## config.mk

```make
export PLATFORM = sky130hd
export DESIGN_NAME = ps2_dev_xcvr
export DESIGN_NICKNAME = d
export VERILOG_FILES = /design/src/rtl/ps2x_pkg.sv /design/src/rtl/ps2x_sync.sv /design/src/rtl/ps2x_timer.sv /design/src/rtl/ps2_dev_xcvr.sv
export SDC_FILE = /design/constraint.sdc
export NUM_CORES = 1
export LEC_CHECK = 0
export ABC_AREA = 1
export BUFFER_PORTS_ARGS = -buffer_cell sky130_fd_sc_hd__buf_2
export CELL_PAD_IN_SITES_DETAIL_PLACEMENT = 1
export CELL_PAD_IN_SITES_GLOBAL_PLACEMENT = 1
export CORE_UTILIZATION = 30
export DETAILED_ROUTE_END_ITERATION = 12
export PLACE_DENSITY_LB_ADDON = 0.1
export SYNTH_ARGS = -nofsm -noshare
export SYNTH_HDL_FRONTEND = slang
export SYNTH_SLANG_ARGS = --single-unit
```

## constraint.sdc

```tcl
create_clock -name clk -period 2 [get_ports clk]
set_input_delay 0.4 -clock clk [delete_from_list [all_inputs] [get_ports clk]]
set_output_delay 0.4 -clock clk [all_outputs]
set_load 0.05 [all_outputs]
```

## src/rtl/ps2x_pkg.sv

```systemverilog
package ps2x_pkg;

  typedef enum logic [3:0] {
    ST_IDLE,
    ST_TX_WAIT,
    ST_TX_SETUP,
    ST_TX_LOW,
    ST_TX_HIGH,
    ST_RX_SETUP,
    ST_RX_LOW,
    ST_RX_HOLD,
    ST_RX_REST
  } ps2x_state_e;

  // number of clock pulses per frame in either direction
  localparam int FRAME_PULSES = 11;
  // index of the last pulse (stop on transmit, acknowledge on receive)
  localparam int LAST_IDX     = FRAME_PULSES - 1;

  function automatic logic odd_par(input logic [7:0] d);
    return ~(^d);
  endfunction

  // start(0) in bit 0, then data LSB first, parity, stop(1)
  function automatic logic [10:0] tx_frame(input logic [7:0] d);
    return {1'b1, odd_par(d), d, 1'b0};
  endfunction

  // bits 7:0 data, 8 parity, 9 stop
  function automatic logic rx_frame_ok(input logic [9:0] f);
    return f[9] && (f[8] == odd_par(f[7:0]));
  endfunction

  function automatic int max2(input int a, input int b);
    return (a > b) ? a : b;
  endfunction

endpackage

```

## src/rtl/ps2x_sync.sv

```systemverilog
module ps2x_sync #(
  parameter int N = 2
) (
  input  logic         clk,
  input  logic         rst_n,
  input  logic [N-1:0] async_in,
  output logic [N-1:0] sync_out
);
  for (genvar i = 0; i < N; i++) begin : g_bit
    logic meta_q, stab_q;
    always_ff @(posedge clk or negedge rst_n) begin
      if (!rst_n) begin
        meta_q <= 1'b1;
        stab_q <= 1'b1;
      end else begin
        meta_q <= async_in[i];
        stab_q <= meta_q;
      end
    end
    assign sync_out[i] = stab_q;
  end
endmodule

```

## src/rtl/ps2x_timer.sv

```systemverilog
module ps2x_timer #(
  parameter int W = 12
) (
  input  logic         clk,
  input  logic         rst_n,
  input  logic         load,
  input  logic [W-1:0] load_val,
  output logic         zero
);
  logic [W-1:0] cnt_q;

  always_ff @(posedge clk or negedge rst_n) begin
    if (!rst_n)              cnt_q <= '0;
    else if (load)           cnt_q <= load_val;
    else if (cnt_q != '0)    cnt_q <= cnt_q - 1'b1;
  end

  assign zero = (cnt_q == '0);
endmodule

```

## src/rtl/ps2_dev_xcvr.sv

```systemverilog
module ps2_dev_xcvr
  import ps2x_pkg::*;
#(
  parameter int T_SETUP = 250,
  parameter int T_LOW   = 1750,
  parameter int T_HOLD  = 250,
  parameter int T_REST  = 1250,
  parameter int T_HIGH  = 1500,
  parameter int T_WAIT  = 2500
) (
  input  logic       clk,
  input  logic       rst_n,
  input  logic       ps2_clk_in,
  input  logic       ps2_dat_in,
  output logic       ps2_clk_pull,
  output logic       ps2_dat_pull,
  input  logic [7:0] tx_data,
  input  logic       tx_valid,
  output logic       tx_ready,
  output logic       tx_done,
  output logic       tx_fail,
  output logic [7:0] rx_data,
  output logic       rx_valid,
  output logic       rx_err
);

  localparam int MAXD = max2(max2(max2(T_SETUP, T_LOW), max2(T_HOLD, T_REST)),
                             max2(T_HIGH, T_WAIT));
  localparam int TW   = $clog2(MAXD + 1);

  function automatic logic [TW-1:0] dur(input int d);
    return TW'(d - 1);
  endfunction

  // synchronised line levels
  logic s_clk, s_dat;
  ps2x_sync #(.N(2)) u_sync (
    .clk      (clk),
    .rst_n    (rst_n),
    .async_in ({ps2_clk_in, ps2_dat_in}),
    .sync_out ({s_clk, s_dat})
  );

  ps2x_state_e state_q, state_d;
  logic          tmr_ld;
  logic [TW-1:0] tmr_val;
  logic          tmr_zero;

  ps2x_timer #(.W(TW)) u_timer (
    .clk      (clk),
    .rst_n    (rst_n),
    .load     (tmr_ld),
    .load_val (tmr_val),
    .zero     (tmr_zero)
  );

  logic [3:0]  bit_idx_q;
  logic [10:0] tx_sh_q;
  logic [9:0]  rx_sh_q;
  logic        pull_d1_q, pull_d2_q;

  // named internal events
  logic is_idle, host_req, tx_accept, tx_rel, host_abort, last_bit, rx_good;
  assign is_idle    = (state_q == ST_IDLE);
  assign host_req   = is_idle && s_clk && !s_dat;
  assign tx_accept  = tx_valid && tx_ready;
  assign tx_rel     = (state_q == ST_TX_WAIT) || (state_q == ST_TX_SETUP) ||
                      (state_q == ST_TX_HIGH);
  // the synchronised clock reflects our own enable of two cycles ago
  assign host_abort = tx_rel && !s_clk && !pull_d2_q;
  assign last_bit   = (bit_idx_q == 4'(LAST_IDX));
  assign rx_good    = rx_frame_ok(rx_sh_q);

  assign tx_ready     = is_idle && s_clk && s_dat;
  assign ps2_clk_pull = (state_q == ST_TX_LOW) || (state_q == ST_RX_LOW);
  assign ps2_dat_pull =
      (((state_q == ST_TX_SETUP) || (state_q == ST_TX_LOW) || (state_q == ST_TX_HIGH))
        && !tx_sh_q[0]) ||
      (((state_q == ST_RX_SETUP) || (state_q == ST_RX_LOW) || (state_q == ST_RX_HOLD))
        && last_bit);

  always_comb begin
    state_d = state_q;
    tmr_ld  = 1'b0;
    tmr_val = '0;
    unique case (state_q)
      ST_IDLE: begin
        if (host_req) begin
          state_d = ST_RX_SETUP; tmr_ld = 1'b1; tmr_val = dur(T_SETUP);
        end else if (tx_accept) begin
          state_d = ST_TX_WAIT;  tmr_ld = 1'b1; tmr_val = dur(T_WAIT);
        end
      end
      ST_TX_WAIT, ST_TX_SETUP, ST_TX_HIGH: begin
        if (host_abort) begin
          state_d = ST_IDLE;
        end else if (tmr_zero) begin
          if (state_q == ST_TX_SETUP) begin
            state_d = ST_TX_LOW; tmr_ld = 1'b1; tmr_val = dur(T_LOW);
          end else if (state_q == ST_TX_HIGH && last_bit) begin
            state_d = ST_IDLE;
          end else begin
            state_d = ST_TX_SETUP; tmr_ld = 1'b1; tmr_val = dur(T_SETUP);
          end
        end
      end
      ST_TX_LOW: if (tmr_zero) begin
        state_d = ST_TX_HIGH; tmr_ld = 1'b1; tmr_val = dur(T_HIGH);
      end
      ST_RX_SETUP: if (tmr_zero) begin
        state_d = ST_RX_LOW; tmr_ld = 1'b1; tmr_val = dur(T_LOW);
      end
      ST_RX_LOW: if (tmr_zero) begin
        state_d = ST_RX_HOLD; tmr_ld = 1'b1; tmr_val = dur(T_HOLD);
      end
      ST_RX_HOLD: if (tmr_zero) begin
        state_d = ST_RX_REST; tmr_ld = 1'b1; tmr_val = dur(T_REST);
      end
      ST_RX_REST: if (tmr_zero) begin
        if (last_bit) state_d = ST_IDLE;
        else begin
          state_d = ST_RX_SETUP; tmr_ld = 1'b1; tmr_val = dur(T_SETUP);
        end
      end
      default: state_d = ST_IDLE;
    endcase
  end

  always_ff @(posedge clk or negedge rst_n) begin
    if (!rst_n) begin
      state_q   <= ST_IDLE;
      bit_idx_q <= '0;
      tx_sh_q   <= '1;
      rx_sh_q   <= '0;
      pull_d1_q <= 1'b0;
      pull_d2_q <= 1'b0;
      rx_data   <= '0;
      rx_valid  <= 1'b0;
      rx_err    <= 1'b0;
      tx_done   <= 1'b0;
      tx_fail   <= 1'b0;
    end else begin
      state_q   <= state_d;
      pull_d1_q <= ps2_clk_pull;
      pull_d2_q <= pull_d1_q;
      rx_valid  <= 1'b0;
      rx_err    <= 1'b0;
      tx_done   <= 1'b0;
      tx_fail   <= host_abort;
      if (host_req) begin
        bit_idx_q <= '0;
      end else if (is_idle && tx_accept) begin
        bit_idx_q <= '0;
        tx_sh_q   <= tx_frame(tx_data);
      end
      if (state_q == ST_TX_HIGH && tmr_zero && !host_abort) begin
        if (last_bit) tx_done <= 1'b1;
        else begin
          bit_idx_q <= bit_idx_q + 1'b1;
          tx_sh_q   <= {1'b1, tx_sh_q[10:1]};
        end
      end
      if (state_q == ST_RX_HOLD && tmr_zero && !last_bit)
        rx_sh_q <= {s_dat, rx_sh_q[9:1]};
      if (state_q == ST_RX_REST && tmr_zero) begin
        if (last_bit) begin
          rx_valid <= rx_good;
          rx_err   <= !rx_good;
          rx_data  <= rx_sh_q[7:0];
        end else begin
          bit_idx_q <= bit_idx_q + 1'b1;
        end
      end
    end
  end

  // ---------------- assertions ----------------
  logic [TW:0] low_len_q;
  always_ff @(posedge clk or negedge rst_n) begin
    if (!rst_n)            low_len_q <= '0;
    else if (ps2_clk_pull) low_len_q <= low_len_q + 1'b1;
    else                   low_len_q <= '0;
  end


  idle_release_chk: assert property (@(posedge clk) disable iff (!rst_n)
    is_idle |-> (!ps2_clk_pull && !ps2_dat_pull));


  clk_low_len_chk: assert property (@(posedge clk) disable iff (!rst_n)
    (!ps2_clk_pull && pull_d1_q) |-> (low_len_q == (TW+1)'(T_LOW)));


  dat_edge_chk: assert property (@(posedge clk) disable iff (!rst_n)
    (ps2_dat_pull != $past(ps2_dat_pull)) |-> (!ps2_clk_pull && !pull_d1_q));


  rx_flags_chk: assert property (@(posedge clk) disable iff (!rst_n)
    !(rx_valid && rx_err));


  abort_release_chk: assert property (@(posedge clk) disable iff (!rst_n)
    tx_fail |-> (!tx_done && !ps2_clk_pull && !ps2_dat_pull));

endmodule

```

# Word-level counts from Yosys, hierarchy flattened
# Index checks and enable logic that the tools add are counted.
classes:
  n_reduce_logical: 41
  eq_ne: 17
  n_bitwise: 2
  muxes: 54
  add_sub_neg: 2
op_table:
  columns: ["operator", "n"]
  rows:
  - ["$mux W11", 10]
  - ["$pmux W12 S7", 1]
  - ["$mux W4", 15]
  - ["$mux W12", 4]
  - ["$mux W8", 4]
  - ["$pmux W4 S7", 1]
  - ["$eq A4 B3 Y1 const B", 4]
  - ["$logic_and A1 B1 Y1", 16]
  - ["$reduce_xor A8 Y1", 2]
  - ["$mux W1", 15]
  - ["$logic_not A12 Y1", 1]
  - ["$reduce_bool A12 Y1", 1]
  - ["$sub A12 B1 Y12 const B", 1]
  - ["$ne A2 B2 Y1 const B", 5]
  - ["$eq A4 B2 Y1 const B", 2]
  - ["$eq A4 B4 Y1 const B", 2]
  - ["$logic_or A1 B1 Y1", 8]
  - ["$logic_not A1 Y1", 7]
  - ["$reduce_and A7 Y1", 1]
  - ["$add A4 B1 Y4 const B", 1]
  - ["$eq A4 B1 Y1 const B", 1]
  - ["$logic_not A4 Y1", 1]
  - ["$mux W2", 2]
  - ["$pmux W1 S4", 1]
  - ["other kinds (9)", 10]
totals:
  reg_bits: 59
  word_cells: 132
  in_bits: 13
  output_inout_bits: 15

# Longest topological paths before layout
logic_depth:
  ltp_word: 11
  mapped_depth: 12
  mapped_depth_nobuf: 12

# By module
# A second synthesis with hierarchy kept.
unflattened:
  hier_cells: 465
  area_unflattened_um2: 3492.1
modules_own_cells:
  columns: ["mod", "area_each_um2", "cells_per_inst", "seq_area_each_um2", "instances"]
  rows:
  - ["ps2_dev_xcvr", 2543.7, 339, 1089.8, 1]
  - ["ps2x_timer", 828.3, 120, 300.3, 1]
  - ["ps2x_sync", 120.1, 6, 105.1, 1]

# Worst setup path after synthesis
# Ideal clock, no wire load.
synth_path:
  path_type: "reg2reg"
  start: "register state_q[3]"
  end: "register tx_sh_q[9]"
  synth_period_minus_slack_ps: 1871
  setup_time_ps: 60
  t_arrival_ps: 1810
  n_path_buf: 1
  required_ps: 1940
  stages_incl_launch_ff: 9
  setup_slack_ps: 129
  cell_sequence: "dfrtp_1 -> nor2_4 -> nand3_1 -> nor2_2 -> nand2_2 -> buf_2 -> a21oi_1 -> nand2_1 -> nand2_1"
synth_between:
  elab_chain_cells: 9
  word_cells_on_any_way: 20
  cone_classes: "3 x eq/ne; 4 x mux; 13 x reduce/logical"
synth_lines:
  columns: ["element", "line", "source"]
  rows:
  - ["start: declaration", "ps2_dev_xcvr.sv:44", "ps2x_state_e state_q, state_d;"]
  - ["start signal: assignment", "ps2_dev_xcvr.sv:143", "state_q <= state_d;"]
  - ["$logic_not A4 Y1 (*)", "ps2_dev_xcvr.sv:64", "assign is_idle = (state_q == ST_IDLE);"]
  - ["$logic_and A1 B1 Y1 (*) (2 in series)", "ps2_dev_xcvr.sv:74", "assign tx_ready = is_idle && s_clk && s_dat;"]
  - ["net tx_ready", "ps2_dev_xcvr.sv:19", "output logic tx_ready,"]
  - ["$logic_and A1 B1 Y1 (*)", "ps2_dev_xcvr.sv:66", "assign tx_accept = tx_valid && tx_ready;"]
  - ["$logic_and A1 B1 Y1 (*)", "ps2_dev_xcvr.sv:152", "end else if (is_idle && tx_accept) begin"]
  - ["$mux W11 (*)", "ps2_dev_xcvr.sv:152", null]
  - ["$mux W11 (*)", "ps2_dev_xcvr.sv:150", "if (host_req) begin"]
  - ["$mux W11", "ps2_dev_xcvr.sv:157", "if (last_bit) tx_done <= 1'b1;"]
  - ["$mux W11 (*)", "ps2_dev_xcvr.sv:156", "if (state_q == ST_TX_HIGH && tmr_zero && !host_abort) begin"]
  - ["end signal: assignment", "ps2_dev_xcvr.sv:154", "tx_sh_q <= tx_frame(tx_data);"]
  - ["end signal: assignment", "ps2_dev_xcvr.sv:160", "tx_sh_q <= {1'b1, tx_sh_q[10:1]};"]
  - ["end: declaration", "ps2_dev_xcvr.sv:58", "logic [10:0] tx_sh_q;"]
# The timed path passes the listed nets; every way through them passes the cells marked *.
# A chain may end at the register's enable or synchronous reset.

# Worst setup path after layout
layout_path:
  start: "register state_q[2]"
  end: "output port ps2_dat_pull"
layout_between:
  elab_chain_cells: 5
  word_cells_on_any_way: 13
  cone_classes: "6 x eq/ne; 7 x reduce/logical"
layout_lines:
  columns: ["element", "line", "source"]
  rows:
  - ["$eq A4 B2 Y1 / $eq A4 B3 Y1 (equally long branches)", "ps2_dev_xcvr.sv:77, ps2_dev_xcvr.sv:79", null]
  - ["$logic_or A1 B1 Y1 (on tied branches) (2 in series)", "ps2_dev_xcvr.sv:77, ps2_dev_xcvr.sv:79", null]
  - ["$logic_and A1 B1 Y1 (on tied branches)", "ps2_dev_xcvr.sv:78, ps2_dev_xcvr.sv:80", null]
  - ["$logic_or A1 B1 Y1 (*)", "ps2_dev_xcvr.sv:78", "&& !tx_sh_q[0]) ||"]
  - ["end: declaration", "ps2_dev_xcvr.sv:16", "output logic ps2_dat_pull,"]
# Mark *: on every way between the ends. The rest lies on a longest branch, timed or not.

==> run metrics <==
Die Height 106 µm; number of distinct library cells after synthesis 34; Critical Path, Cell by Cell nor2_4 -> nand3_4 -> a31oi_1 -> a31o_2 -> buf_8; top cell type by total area after synthesis dfrtp_1; most frequent cells in the layout nand2_1 (97), inv_1 (40), dfrtp_1 (40); TritonCTS clock tree done; via/cell ratio 4.62; Skew-Pair Late Insertion Delay 350 ps; routability cong. 0.798; Worst Hold Slack 55.0 ps; Die Area 11300 µm²; largest net degree at the start of global routing 60; Layout Skew 10.9 ps; port bufs 27; max_cap viols 0; layout cells sized above 1 30.0%; pins over their slew limit 0; total CTS buffers 9; clock slew at reported path FFs 70 ps; vias in the first global route 2953; Synth Area per Inst 8.29 µm²; Synth Cell Area 3270 µm²; P_leak 1.95 nW; pwr/cell area 1120 nW/µm²; IO Count 28; status completed; row count 37; post-synth top area share 33.6%; dpl hpwl 6110 µm; Bufs and invs on worst path 1; grt total ovfl 0; first-pass GRT wire length 14600 µm; die width 106 µm; prevailing post-synth register cell dfrtp_1; ranking of synthesized cells by area dfrtp_1 (34%), dfstp_2 (12%), nand2_1 (11%); Layout area overhead 21.4%; Fmax achieved 508 MHz; Crit path max-delay family flip-flops; initial antenna violation count 0; Nets 472; crit path kind flip-flop to primary output; VDD IR max 0.000674 V; H-tree Lvls 3; Critical Path Sink Type primary output; Initial Util 31.3%; routed via count 2755; Worst EP required 1600 ps; Starting DRT DRC Count 97; fin crit share 98.3%; Post-Syn Nets 412; 1st-pass router iterations 5; RSZ-0062 raised after global routing yes; final setup vio count 0; DP Worst Slack 88.6 ps; post-route minimum period 1970 ps; Yosys warning count 0; Post-Syn Instances 395; DRC 0; Overall Global Routing Usage 16.7%; number of synthesized flops with an enable pin 0; CP Launch Type flip-flop; WL per Instance 14.1 µm; Slew HR 71.1%; Core ar. 10500 µm²; clk buf depth 2; post-synthesis register bit count 59; HP Class input port to asynchronous set/reset pin; endpoints failing hold 0; Setup WS post-layout 33.2 ps; critical path data arrival time 1570 ps; diode count 0; Slew @ Worst Pin 432 ps; Routed WL 8420 µm; slowest stage delay, CP 440 ps; post-detailed-route count of antenna-violating nets 0; Seq/Total Area, Yosys 45.7%; clock tree root driver cell clkbuf_8; crit path max fanout 5; TritonCTS Sinks 59; most common cell after layout, fill and taps aside nand2_1; ys async rst share 100%; Worst path slowest cell dfrtp_2
[routing by layer]
metal / wire [µm] / vias up / GRT usage [%]
met5: 0 / - / 0
met4: 133 / 0 / 7.34
met3: 234 / 10 / 2.76
met2: 3920 / 40 / 27.9
met1: 4130 / 1324 / 21.3
li1: - / 1381 / -
[power breakdown]
part	internal (mW)	leakage (nW)	switching, mW
clock network	0.449	0.0787	0.522
logic	0.671	1.13	1.11
registers	1.51	0.737	0.182
total	2.63	1.95	1.81
[area by class of cell]
| class | instances | area, µm² |
|---|---|---|
| clock inverter | 6 | 41.3 |
| timing repair buffer | 54 | 382 |
| fill | 1309 | 6490 |
| clock buffer | 10 | 128 |
| sequential | 59 | 1500 |
| inverter | 48 | 183 |
| tap | 136 | 170 |
| multi-input combinational | 283 | 1570 |
[final timing paths]
| path | to | startpoint | cells past startpoint | slack (ps) |
|---|---|---|---|---|
| min in group clk | u_sync.g_bit[0].meta_q | ps2_dat_in | 1 | 150 |
| hold / removal | u_timer.cnt_q[7] | rst_n | 2 | 50 |
| max in group asynchronous | tx_sh_q[5] | rst_n | 2 | 1630 |
| setup / recovery | ps2_dat_pull | state_q[2] | 5 | 30 |
| hold reg to reg | pull_d2_q | pull_d1_q | 0 | 360 |
| setup reg to reg | u_timer.cnt_q[8] | bit_idx_q[0] | 12 | 110 |
[synthesized netlist by cell type (all sizes together), types with 3 or more instances]
cell type and count:
a21oi 9, buf 5, dfrtp 44, dfstp 15
ha 4, inv 48, nand2 107, nand3 37
nand4 3, nor2 46, nor3 4, o21ai 38
o22ai 5, xnor2 11, xor2 12
[through the flow]
| stage | total power [mW] | util [%] | TNS (ps) | cells | area (µm²) |
|---|---|---|---|---|---|
| after floorplan | 2.83 | - | 0 | 395 | 3270 |
| after global placement | 3.26 | 34.8 | 0 | 564 | 3640 |
| after global routing | 4.79 | 38.0 | -60.0 | 596 | 3980 |
| after detailed placement | 3.27 | 34.8 | 0 | 564 | 3640 |
| final | 4.44 | 38.0 | 0 | 596 | 3980 |
| after CTS | 4.45 | 37.6 | 0 | 593 | 3930 |
[cell families (layout without fill, tap and decap cells)]
logic type               count (synthesis)  in the layout  share of synthesized area [%]
buffers and inverters                   53            118                           7.03
AND/OR/NAND/NOR                        200            200                           29.4
flip-flops                              59             59                           45.7
XOR/XNOR                                23             23                           6.15
AO/OA/AOI/OAI                           56             56                           10.2
adder cells (fa/ha/maj)                  4              4                           1.53
[registers in the layout, summed over array words and instances (netlist names)]
signal,flops
tx_fail,1
u_sync.g_bit.meta_q,2
pull_d2_q,1
u_timer.cnt_q,12
rx_valid,1
u_sync.g_bit.stab_q,2
state_q,4
rx_sh_q,10
rx_err,1
bit_idx_q,4
tx_done,1
tx_sh_q,11
rx_data,8
pull_d1_q,1
[what timing repair did]
action / 4_1_cts / 5_1_grt
hold buffers: 0 / 0
pin swaps: 7 / 4
endpoints found under the setup margin: 3 / 10
gates cloned: 0 / 0
resized for setup: 9 / 8
buffers inserted: 13 / 3
Power figures use the tool's default switching activity.
